$ cat src/rtl/i2c_bdp_pkg.sv
package i2c_bdp_pkg;
   typedef enum logic {
      BDP_DIR_RX = 1'b0,
      BDP_DIR_TX = 1'b1
   } bdp_dir_e;

   // Level driven on the serial output when nothing is being sent
   localparam logic BDP_LINE_IDLE = 1'b1;

   // Smallest word the shifter can serialise
   localparam int BDP_MIN_W = 2;
endpackage

$ cat src/rtl/bdp_bit_order.sv
module bdp_bit_order #(
   parameter int W = 8
) (
   input  logic         rev,
   input  logic [W-1:0] d,
   output logic [W-1:0] q
);
   logic [W-1:0] flipped;

   for (genvar i = 0; i < W; i++) begin : g_flip
      assign flipped[i] = d[W-1-i];
   end

   assign q = rev ? flipped : d;
endmodule

$ cat src/rtl/bdp_bit_counter.sv
module bdp_bit_counter #(
   parameter int W = 8
) (
   input  logic clk,
   input  logic rst_n,
   input  logic clr,
   input  logic adv,
   output logic at_last
);
   localparam int CW = (W > 1) ? $clog2(W) : 1;
   localparam logic [CW-1:0] LAST = CW'(W - 1);

   logic [CW-1:0] cnt;

   assign at_last = (cnt == LAST);

   always_ff @(posedge clk or negedge rst_n) begin
      if (!rst_n) begin
         cnt <= '0;
      end else if (clr) begin
         cnt <= '0;
      end else if (adv) begin
         cnt <= at_last ? '0 : cnt + CW'(1);
      end
   end
endmodule

$ cat src/rtl/bdp_tx_hold.sv
module bdp_tx_hold #(
   parameter int W = 8
) (
   input  logic         clk,
   input  logic         rst_n,
   input  logic         wr,
   input  logic [W-1:0] wdata,
   input  logic         take,
   output logic [W-1:0] q,
   output logic         empty
);
   always_ff @(posedge clk or negedge rst_n) begin
      if (!rst_n) begin
         q     <= '1;
         empty <= 1'b1;
      end else if (wr) begin
         q     <= wdata;
         empty <= 1'b0;
      end else if (take) begin
         empty <= 1'b1;
      end
   end
endmodule

$ cat src/rtl/bdp_rx_hold.sv
module bdp_rx_hold #(
   parameter int W = 8
) (
   input  logic         clk,
   input  logic         rst_n,
   input  logic         load,
   input  logic [W-1:0] ldata,
   input  logic         rd,
   output logic [W-1:0] q,
   output logic         full,
   output logic         overrun
);
   always_ff @(posedge clk or negedge rst_n) begin
      if (!rst_n) begin
         q       <= '1;
         full    <= 1'b0;
         overrun <= 1'b0;
      end else if (load) begin
         q    <= ldata;
         full <= 1'b1;
         if (full && !rd) begin
            overrun <= 1'b1;
         end
      end else if (rd) begin
         full <= 1'b0;
      end
   end
endmodule

$ cat src/rtl/bdp_shifter.sv
module bdp_shifter #(
   parameter int W = 8
) (
   input  logic         clk,
   input  logic         rst_n,
   input  logic         load,
   input  logic [W-1:0] ldata,
   input  logic         shift,
   input  logic         shift_bit,
   input  logic         finish,
   output logic [W-1:0] word,
   output logic         busy
);
   always_ff @(posedge clk or negedge rst_n) begin
      if (!rst_n) begin
         word <= '1;
         busy <= 1'b0;
      end else if (load) begin
         word <= ldata;
         busy <= 1'b1;
      end else if (shift) begin
         word <= {word[W-2:0], shift_bit};
         if (finish) begin
            busy <= 1'b0;
         end
      end
   end
endmodule

$ cat src/rtl/i2c_byte_datapath.sv
module i2c_byte_datapath
   import i2c_bdp_pkg::*;
#(
   parameter int DATA_W = 8
) (
   input  logic              clk,
   input  logic              rst_n,
   input  logic              lsb_first,
   input  logic              dir_tx,
   input  logic              cpu_wr_tx,
   input  logic [DATA_W-1:0] cpu_wdata,
   input  logic              cpu_rd_rx,
   input  logic              shift_stb,
   input  logic              sda_in,
   output logic [DATA_W-1:0] tx_buf_q,
   output logic [DATA_W-1:0] rx_buf_q,
   output logic              tx_empty,
   output logic              rx_full,
   output logic              overrun,
   output logic              byte_done,
   output logic              sda_out
);
   if (DATA_W < BDP_MIN_W) begin : g_bad_width
      $error("i2c_byte_datapath: DATA_W must be at least %0d", BDP_MIN_W);
   end

   bdp_dir_e dir_now, dir_q;
   logic              sh_busy, at_last, tx_stb, rx_stb, adv, tx_start, bit_in;
   logic [DATA_W-1:0] sh_word, wdata_ord, rx_raw, rx_ord;

   assign dir_now = bdp_dir_e'(dir_tx);

   always_ff @(posedge clk or negedge rst_n) begin
      if (!rst_n) begin
         dir_q <= BDP_DIR_RX;
      end else begin
         dir_q <= dir_now;
      end
   end

   assign tx_stb    = (dir_now == BDP_DIR_TX) && sh_busy && shift_stb;
   assign rx_stb    = (dir_now == BDP_DIR_RX) && shift_stb;
   assign adv       = tx_stb || rx_stb;
   assign byte_done = adv && at_last;
   assign tx_start  = (dir_now == BDP_DIR_TX) && !tx_empty &&
                      (!sh_busy || (tx_stb && at_last));
   assign bit_in    = (dir_now == BDP_DIR_TX) ? BDP_LINE_IDLE : sda_in;
   assign rx_raw    = {sh_word[DATA_W-2:0], sda_in};
   assign sda_out   = ((dir_now == BDP_DIR_TX) && sh_busy) ? sh_word[DATA_W-1]
                                                          : BDP_LINE_IDLE;

   bdp_bit_order #(.W(DATA_W)) u_order_tx (
      .rev (lsb_first),
      .d   (cpu_wdata),
      .q   (wdata_ord)
   );

   bdp_bit_order #(.W(DATA_W)) u_order_rx (
      .rev (lsb_first),
      .d   (rx_raw),
      .q   (rx_ord)
   );

   bdp_bit_counter #(.W(DATA_W)) u_count (
      .clk     (clk),
      .rst_n   (rst_n),
      .clr     (dir_now != dir_q),
      .adv     (adv),
      .at_last (at_last)
   );

   bdp_tx_hold #(.W(DATA_W)) u_tx_hold (
      .clk   (clk),
      .rst_n (rst_n),
      .wr    (cpu_wr_tx),
      .wdata (wdata_ord),
      .take  (tx_start),
      .q     (tx_buf_q),
      .empty (tx_empty)
   );

   bdp_shifter #(.W(DATA_W)) u_shift (
      .clk       (clk),
      .rst_n     (rst_n),
      .load      (tx_start),
      .ldata     (tx_buf_q),
      .shift     (adv),
      .shift_bit (bit_in),
      .finish    (tx_stb && at_last),
      .word      (sh_word),
      .busy      (sh_busy)
   );

   bdp_rx_hold #(.W(DATA_W)) u_rx_hold (
      .clk     (clk),
      .rst_n   (rst_n),
      .load    (byte_done && (dir_now == BDP_DIR_RX)),
      .ldata   (rx_ord),
      .rd      (cpu_rd_rx),
      .q       (rx_buf_q),
      .full    (rx_full),
      .overrun (overrun)
   );
endmodule

$ cat config.mk
export PLATFORM = sky130hd
export DESIGN_NAME = i2c_byte_datapath
export DESIGN_NICKNAME = d
export VERILOG_FILES = /design/src/rtl/i2c_bdp_pkg.sv /design/src/rtl/bdp_bit_order.sv /design/src/rtl/bdp_bit_counter.sv /design/src/rtl/bdp_tx_hold.sv /design/src/rtl/bdp_rx_hold.sv /design/src/rtl/bdp_shifter.sv /design/src/rtl/i2c_byte_datapath.sv
export SDC_FILE = /design/constraint.sdc
export NUM_CORES = 1
export LEC_CHECK = 0
export BUFFER_PORTS_ARGS = -buffer_cell sky130_fd_sc_hd__buf_2
export CAP_MARGIN = 10
export CORE_AREA = 2 2 54 95
export DETAILED_ROUTE_END_ITERATION = 8
export DIE_AREA = 0 0 56 97
export PLACE_DENSITY = 0.66
export REMOVE_ABC_BUFFERS = 1
export SLEW_MARGIN = 20
export SYNTH_ARGS = -nofsm -noshare
export SYNTH_HDL_FRONTEND = slang
export SYNTH_SLANG_ARGS = --single-unit
$ cat constraint.sdc
create_clock -name clk -period 3.1 [get_ports clk]
set_input_delay 0.465 -clock clk [delete_from_list [all_inputs] [get_ports clk]]
set_output_delay 0.465 -clock clk [all_outputs]
set_load 0.01 [all_outputs]
==> results of run 1 <==
-- metal layers --
layer | GRT usage | wire length, um | share of wire
met1 | 0.143 | 1260 | 0.40
met2 | 0.222 | 1660 | 0.53
met3 | 0.0321 | 144 | 0.046
met4 | 0.0659 | 76 | 0.024
met5 | 0 | 0 | 0
-- flip-flops by register name, indices dropped and copies added (netlist names) --
signal / count
u_rx_hold.q: 8
u_shift.word: 8
u_tx_hold.q: 8
u_count.cnt: 3
dir_q: 1
u_rx_hold.full: 1
u_rx_hold.overrun: 1
u_shift.busy: 1
u_tx_hold.empty: 1
-- worst register-to-register path: stages (launching register included) --
cell	delay, ns
dfrtp_1	0.39
ha_1	0.21
ha_1	0.25
a21boi_2	0.37
or2_1	0.32
a31o_1	0.18
-- power by group --
| part | switching, mW | total [mW] | internal [mW] |
|---|---|---|---|
| sequential | 0.0257 | 0.494 | 0.469 |
| combinational | 0.0605 | 0.112 | 0.0516 |
| clock | 0.140 | 0.299 | 0.159 |
| total | 0.226 | 0.905 | 0.679 |
-- placed cells by master (no fill, tap or decap), drive strengths merged, types with 7 or more instances in the layout --
cell type / n
buf: 37
dfstp: 25
o21ai: 18
mux2i: 16
a21oi: 12
nand2: 11
nand3b: 10
nor2: 8
clkbuf: 8
nor3: 7
a31oi: 7
dfrtp: 7
-- area by class of cell --
class                   count  area, um^2  area share
clock buffers               8        80.1      0.0432
inverters                   2        7.51     0.00405
multi-input cells         107         681       0.367
flip-flops and latches     32         832       0.449
well taps                  52        65.1      0.0351
repair buffers             37         188       0.101
-- stage by stage --
| stage | util | total power [mW] | hold WS [ns] | setup WS (ns) |
|---|---|---|---|---|
| global placement | 0.383 | 0.613 | 0.460 | 1.33 |
| finish | 0.401 | 0.905 | 0.226 | 1.19 |
| detailed placement | 0.383 | 0.615 | 0.463 | 1.32 |
| global route | 0.401 | 0.957 | 0.274 | 1.07 |
| floorplan | - | 0.556 | 0.169 | 1.44 |
| CTS | 0.401 | 0.924 | 0.247 | 1.18 |
-- worst min path at each step --
stage | end | cells past startpoint | slack [ns]
2_1_floorplan | dir_q$_DFF_PN0_ | 0 | 0.17
3_3_place_gp | u_rx_hold.overrun$_DFFE_PN0P_ | 1 | 0.46
3_5_place_dp | u_rx_hold.overrun$_DFFE_PN0P_ | 1 | 0.46
4_1_cts | u_count.cnt[2]$_DFFE_PN0P_ | 1 | 0.25
5_1_grt | dir_q$_DFF_PN0_ | 1 | 0.27
6_report | dir_q$_DFF_PN0_ | 1 | 0.23
-- logic make-up after synthesis --
| logic type | count (synthesis) | share of synthesized area |
|---|---|---|
| AOI/OAI and AO/OA | 41 | 0.144 |
| xor gates and xnor gates | 1 | 0.00552 |
| adders and majority gates | 2 | 0.0158 |
| buffers and inverters | 13 | 0.0465 |
| DFF | 32 | 0.524 |
| muxes | 16 | 0.101 |
| and+or+nand+nor | 47 | 0.162 |
==> results_dict.tcl, run 1 <==
set metrics [dict create \
    status "complete, no violations" \
    drv_slew 0 \
    core_area_mm2 0.00462 \
    synth_edf_count 0 \
    post_drt_via_cell_ratio 5.07 \
    cts_sinks 32 \
    finalCritPeriodShare 0.616 \
    synth_top_area_share 0.414 \
    r2r_start "u_count.cnt[0]$_DFFE_PN0P_" \
    slew_headroom 0.544 \
    cts_root_buf "clkbuf_8" \
    num_vias 1206 \
    antenna_left 0 \
    htreeDepth 2 \
    overflow 0 \
    area_delta_synth_final_pct 16.8 \
    yosysSeqAreaShare 0.524 \
    die_h_um 97 \
    yosys-top-cells-area "dfstp_2 (41%), dfrtp_1 (11%), mux2i_1 (10%)" \
    cts_hold_buf 0 \
    wl_per_cell_um 13.2 \
    drt-initial-drc-count 19 \
    cp_max_fo 6 \
    cts_setup_buffers 0 \
    netlist-cell-type-count 30 \
    slowest_delay_ns 0.39 \
    grt_usage 0.129 \
    r2r_cells 5 \
    cts.path.max_buffers 2 \
    cts_tree "built" \
    port_buffers 36 \
    synth_async_sr_flop_share 1.00 \
    io_pins 37 \
    syn_area_mm2 0.00159 \
    cp_num_cells 4 \
    fillers 494 \
    clk_latency_ns 0.28 \
    synth_seq_cells 32 \
    cp_top_family "adder cells" \
    routabilityCongestion 0.706 \
    min_period_ns 1.91 \
    die-area_mm2 0.00543 \
    irDropWorstVdd_mv 0.457 \
    synth_cells 152 \
    cpMaxStageDelayCell "dfrtp_1" \
    crit_buf_inv 1 \
    place_area_mm2 0.00177 \
    start_util 0.343 \
    max_cap_violations 0 \
    std_cell_rows 33 \
    leakagePower_nw 0.814 \
    fin_skew_ns 0.00497 \
    ys_warn_count 0 \
    post-synth-top-count-cell "dfstp_2" \
    dp_hpwl_mm 2.30 \
    grt_max_degree 33 \
    r2r_setup_slack_ns 1.32 \
    crit_end "byte_done" \
    yosysTopAreaCell "dfstp_2" \
    hold_violations 0 \
    final_area_mm2 0.00185 \
    rsz0062_at_grt "no" \
    arrival_ns 1.45 \
    grt_pass1_wl_mm 5.45 \
    ys.flop_type "dfstp_2" \
    critical_path_required_ns 2.63 \
    drtPass1Iterations 4 \
    placedCellCount 230 \
    cp-startpoint "u_count.cnt[0]$_DFFE_PN0P_" \
    fp.dieW_um 56 \
    antenna_found_initial 0 \
    start_kind "register" \
    p_per_area_mw_per_mm2 488 \
    finalNetCount 203 \
    route.detailed.drc 0 \
    diodes 0 \
    route.final.wire_length_mm 3.14 \
    drive_gt1_frac 0.366 \
    worst_slew_pin_slew_ns 0.684 \
    fin_setup_tns_ns 0 \
    grt_pass1_vias 1147 \
    min_path_type "in2async" \
    numCtsBuffers 5 \
    clkTransAtPathRegs_ns 0.06 \
    path_common_cell "ha_1" \
    end_kind "primary output" \
    worstPathCellList "ha_1 -> ha_1 -> nor3b_1 -> buf_2" \
    criticalPathCategory "reg2out" \
    avgSynthCellArea_um2 10.4 \
    setup_violations 0 \
    cts_resized 0 \
    fmax_mhz 523 \
    synth_common_cells "dfstp_2 (25), o21ai_0 (18), mux2i_1 (16), a21oi_1 (12), nand2_1 (11)" \
    instances_no_fill 238 \
    rr_endpoint "u_shift.word[0]$_DFFE_PN1P_" \
]
No activity file was read; power rests on OpenSTA's default activity.
==> inputs of run 2 (changes only) <==
ABC_AREA = 1   (was unset)
CORE_AREA = 2 2 56 98   (was 2 2 54 95)
DIE_AREA = 0 0 58 100   (was 0 0 56 97)
PLACE_DENSITY = 0.65   (was 0.66)
clock period = 2 ns   (was 3.1 ns; I/O delays follow)
==> results_dict.tcl, run 2 <==
set metrics [dict create \
    htreeDepth 2 \
    routabilityCongestion 0.738 \
    final_common_cell "nand2_1" \
    clk_latency_ns 0.28 \
    pwr-share-clk 0.312 \
    worst_slew_pin_slew_ns 0.684 \
    cts_setup_buffers 0 \
    start_kind "register" \
    antenna_left 0 \
    port_buffers 36 \
    die-area_mm2 0.00580 \
    setup_violations 0 \
    io_pins 37 \
    power_mw 1.70 \
    p_int_mw 1.22 \
    p_comb_frac 0.187 \
    r2r_start "u_count.cnt[0]$_DFFE_PN0P_" \
    post_drt_via_cell_ratio 4.68 \
    slowest_delay_ns 0.39 \
    arrival_ns 1.43 \
    switching_power_mw 0.478 \
    rsz0062_at_grt "no" \
    synth_common_cells "nand2_1 (47), nand3_1 (29), dfstp_2 (25), inv_1 (22), o21ai_0 (16)" \
    irDropWorstVdd_mv 0.369 \
    switching_share 0.282 \
    drive_gt1_frac 0.321 \
    cp-startpoint "u_count.cnt[0]$_DFFE_PN0P_" \
    grt_pass1_vias 1322 \
    cts_resized 0 \
    drt-initial-drc-count 14 \
    cp_max_fo 4 \
    start_util 0.335 \
    yosysSeqAreaShare 0.489 \
    slew_headroom 0.544 \
    core_area_mm2 0.00508 \
    avgSynthCellArea_um2 8.42 \
    antenna_found_initial 0 \
    worstPathCellList "ha_1 -> ha_1 -> inv_1 -> nor2_1 -> buf_2" \
    r2r_cells 8 \
    min_period_ns 1.73 \
    biggestRegsByFlops "u_rx_hold.q (8), u_shift.word (8), u_tx_hold.q (8)" \
    min_path_type "in2async" \
    critical_path_required_ns 1.70 \
    cts_sinks 32 \
    die_h_um 100 \
    r2r_setup_slack_ns 0.50 \
    p_seq_frac 0.502 \
    route.detailed.drc 0 \
    crit_end "byte_done" \
    num_vias 1366 \
    fmax_mhz 577 \
    ys.flop_type "dfstp_2" \
    finalNetCount 255 \
    ys_warn_count 0 \
    p_per_area_mw_per_mm2 854 \
    fp.dieW_um 58 \
    rr_endpoint "u_shift.word[2]$_DFFE_PN1P_" \
    std_cell_rows 35 \
    overflow 0 \
    numCtsBuffers 5 \
    status "complete, no violations" \
    final_cell_mix "nand2_1 (47), buf_2 (36), nand3_1 (29), dfstp_2 (25), inv_1 (22)" \
    dp_hpwl_mm 2.45 \
    grt_max_degree 33 \
    synth_async_sr_flop_share 1.00 \
    drtPass1Iterations 3 \
    cts_hold_buf 0 \
    fin_skew_ns 0.00302 \
    grt_pass1_wl_mm 5.79 \
    clkTransAtPathRegs_ns 0.06 \
    route.final.wire_length_mm 3.26 \
    wl_per_cell_um 11.2 \
    drv_slew 0 \
    path_common_cell "ha_1" \
    yosys-top-cells-area "dfstp_2 (39%), nand2_1 (10%), dfrtp_1 (10%)" \
    synth_cells 202 \
    yosysTopAreaCell "dfstp_2" \
    cts_tree "built" \
    max_cap_violations 0 \
    criticalPathCategory "reg2out" \
    fin_setup_tns_ns 0 \
    synth_edf_count 0 \
    netlist-cell-type-count 24 \
    cpMaxStageDelayCell "dfrtp_1" \
    finalCritPeriodShare 0.866 \
    leakagePower_nw 1.05 \
    post-synth-top-count-cell "nand2_1" \
    syn_area_mm2 0.00170 \
    synth_top_area_share 0.386 \
    cts.path.max_buffers 2 \
    end_kind "primary output" \
    diodes 0 \
    cts_root_buf "clkbuf_8" \
    area_delta_synth_final_pct 16.8 \
    grt_usage 0.130 \
    synth_seq_cells 32 \
    hold_violations 0 \
]
## run 2: logic make-up (layout without fill, tap and decap cells)
kind of cell	count (synthesis)	in the layout	synth area share
xor gates and xnor gates	1	1	0.00515
adders and majority gates	2	2	0.0147
buffers and inverters	32	67	0.0904
DFF	32	32	0.489
and+or+nand+nor	100	100	0.288
AOI/OAI and AO/OA	35	35	0.113
## run 2: metal layers
layer,wire length (um),up-vias,GRT usage
met5,0,-,0
met4,92,0,0.0751
met3,134,7,0.0271
met2,1730,27,0.226
met1,1300,612,0.142
li1,-,720,-
## run 2: critical path: cells and delay by family (launching register included)
kind,cells,cell delay (ns)
buf+inv,2,0.24
flops,1,0.39
simple gates,1,0.05
fa+ha+maj,2,0.48
## run 2: stage by stage
step	util	instances	instance area [um^2]	worst slack, ns	hold slack [ns]
finish	0.391	292	1990	0.268	0.0622
global route	0.391	292	1990	0.187	0.118
CTS	0.391	292	1990	0.242	0.0830
global placement	0.372	285	1890	0.543	0.394
detailed placement	0.372	285	1890	0.489	0.393
floorplan	-	193	1630	0.609	0.00441
## run 2: worst min-delay path by stage
stage | to | slack (ns) | start
2_1_floorplan | dir_q$_DFF_PN0_ | 0.004 | rst_n
3_3_place_gp | u_shift.busy$_DFFE_PN0P_ | 0.39 | rst_n
3_5_place_dp | u_rx_hold.overrun$_DFFE_PN0P_ | 0.39 | rst_n
4_1_cts | u_shift.busy$_DFFE_PN0P_ | 0.08 | rst_n
5_1_grt | u_count.cnt[1]$_DFFE_PN0P_ | 0.12 | rst_n
6_report | u_shift.busy$_DFFE_PN0P_ | 0.06 | rst_n
## run 2: power groups by stage
| stage | Combinational [mW] | Sequential (mW) | Clock [mW] |
|---|---|---|---|
| detailed placement | 0.322 | 0.862 | 0 |
| global route | 0.367 | 0.866 | 0.574 |
| CTS | 0.324 | 0.852 | 0.551 |
| floorplan | 0.200 | 0.854 | 0 |
| global placement | 0.313 | 0.861 | 0 |
| finish | 0.317 | 0.851 | 0.529 |
## run 2: area by class of cell
cell class              instances  area [um^2]
inverters                      23         86.3
multi-input cells             138          716
well taps                      55         68.8
fillers                       549         3090
clock buffers                   7         96.3
flip-flops and latches         32          832
repair buffers                 37          188
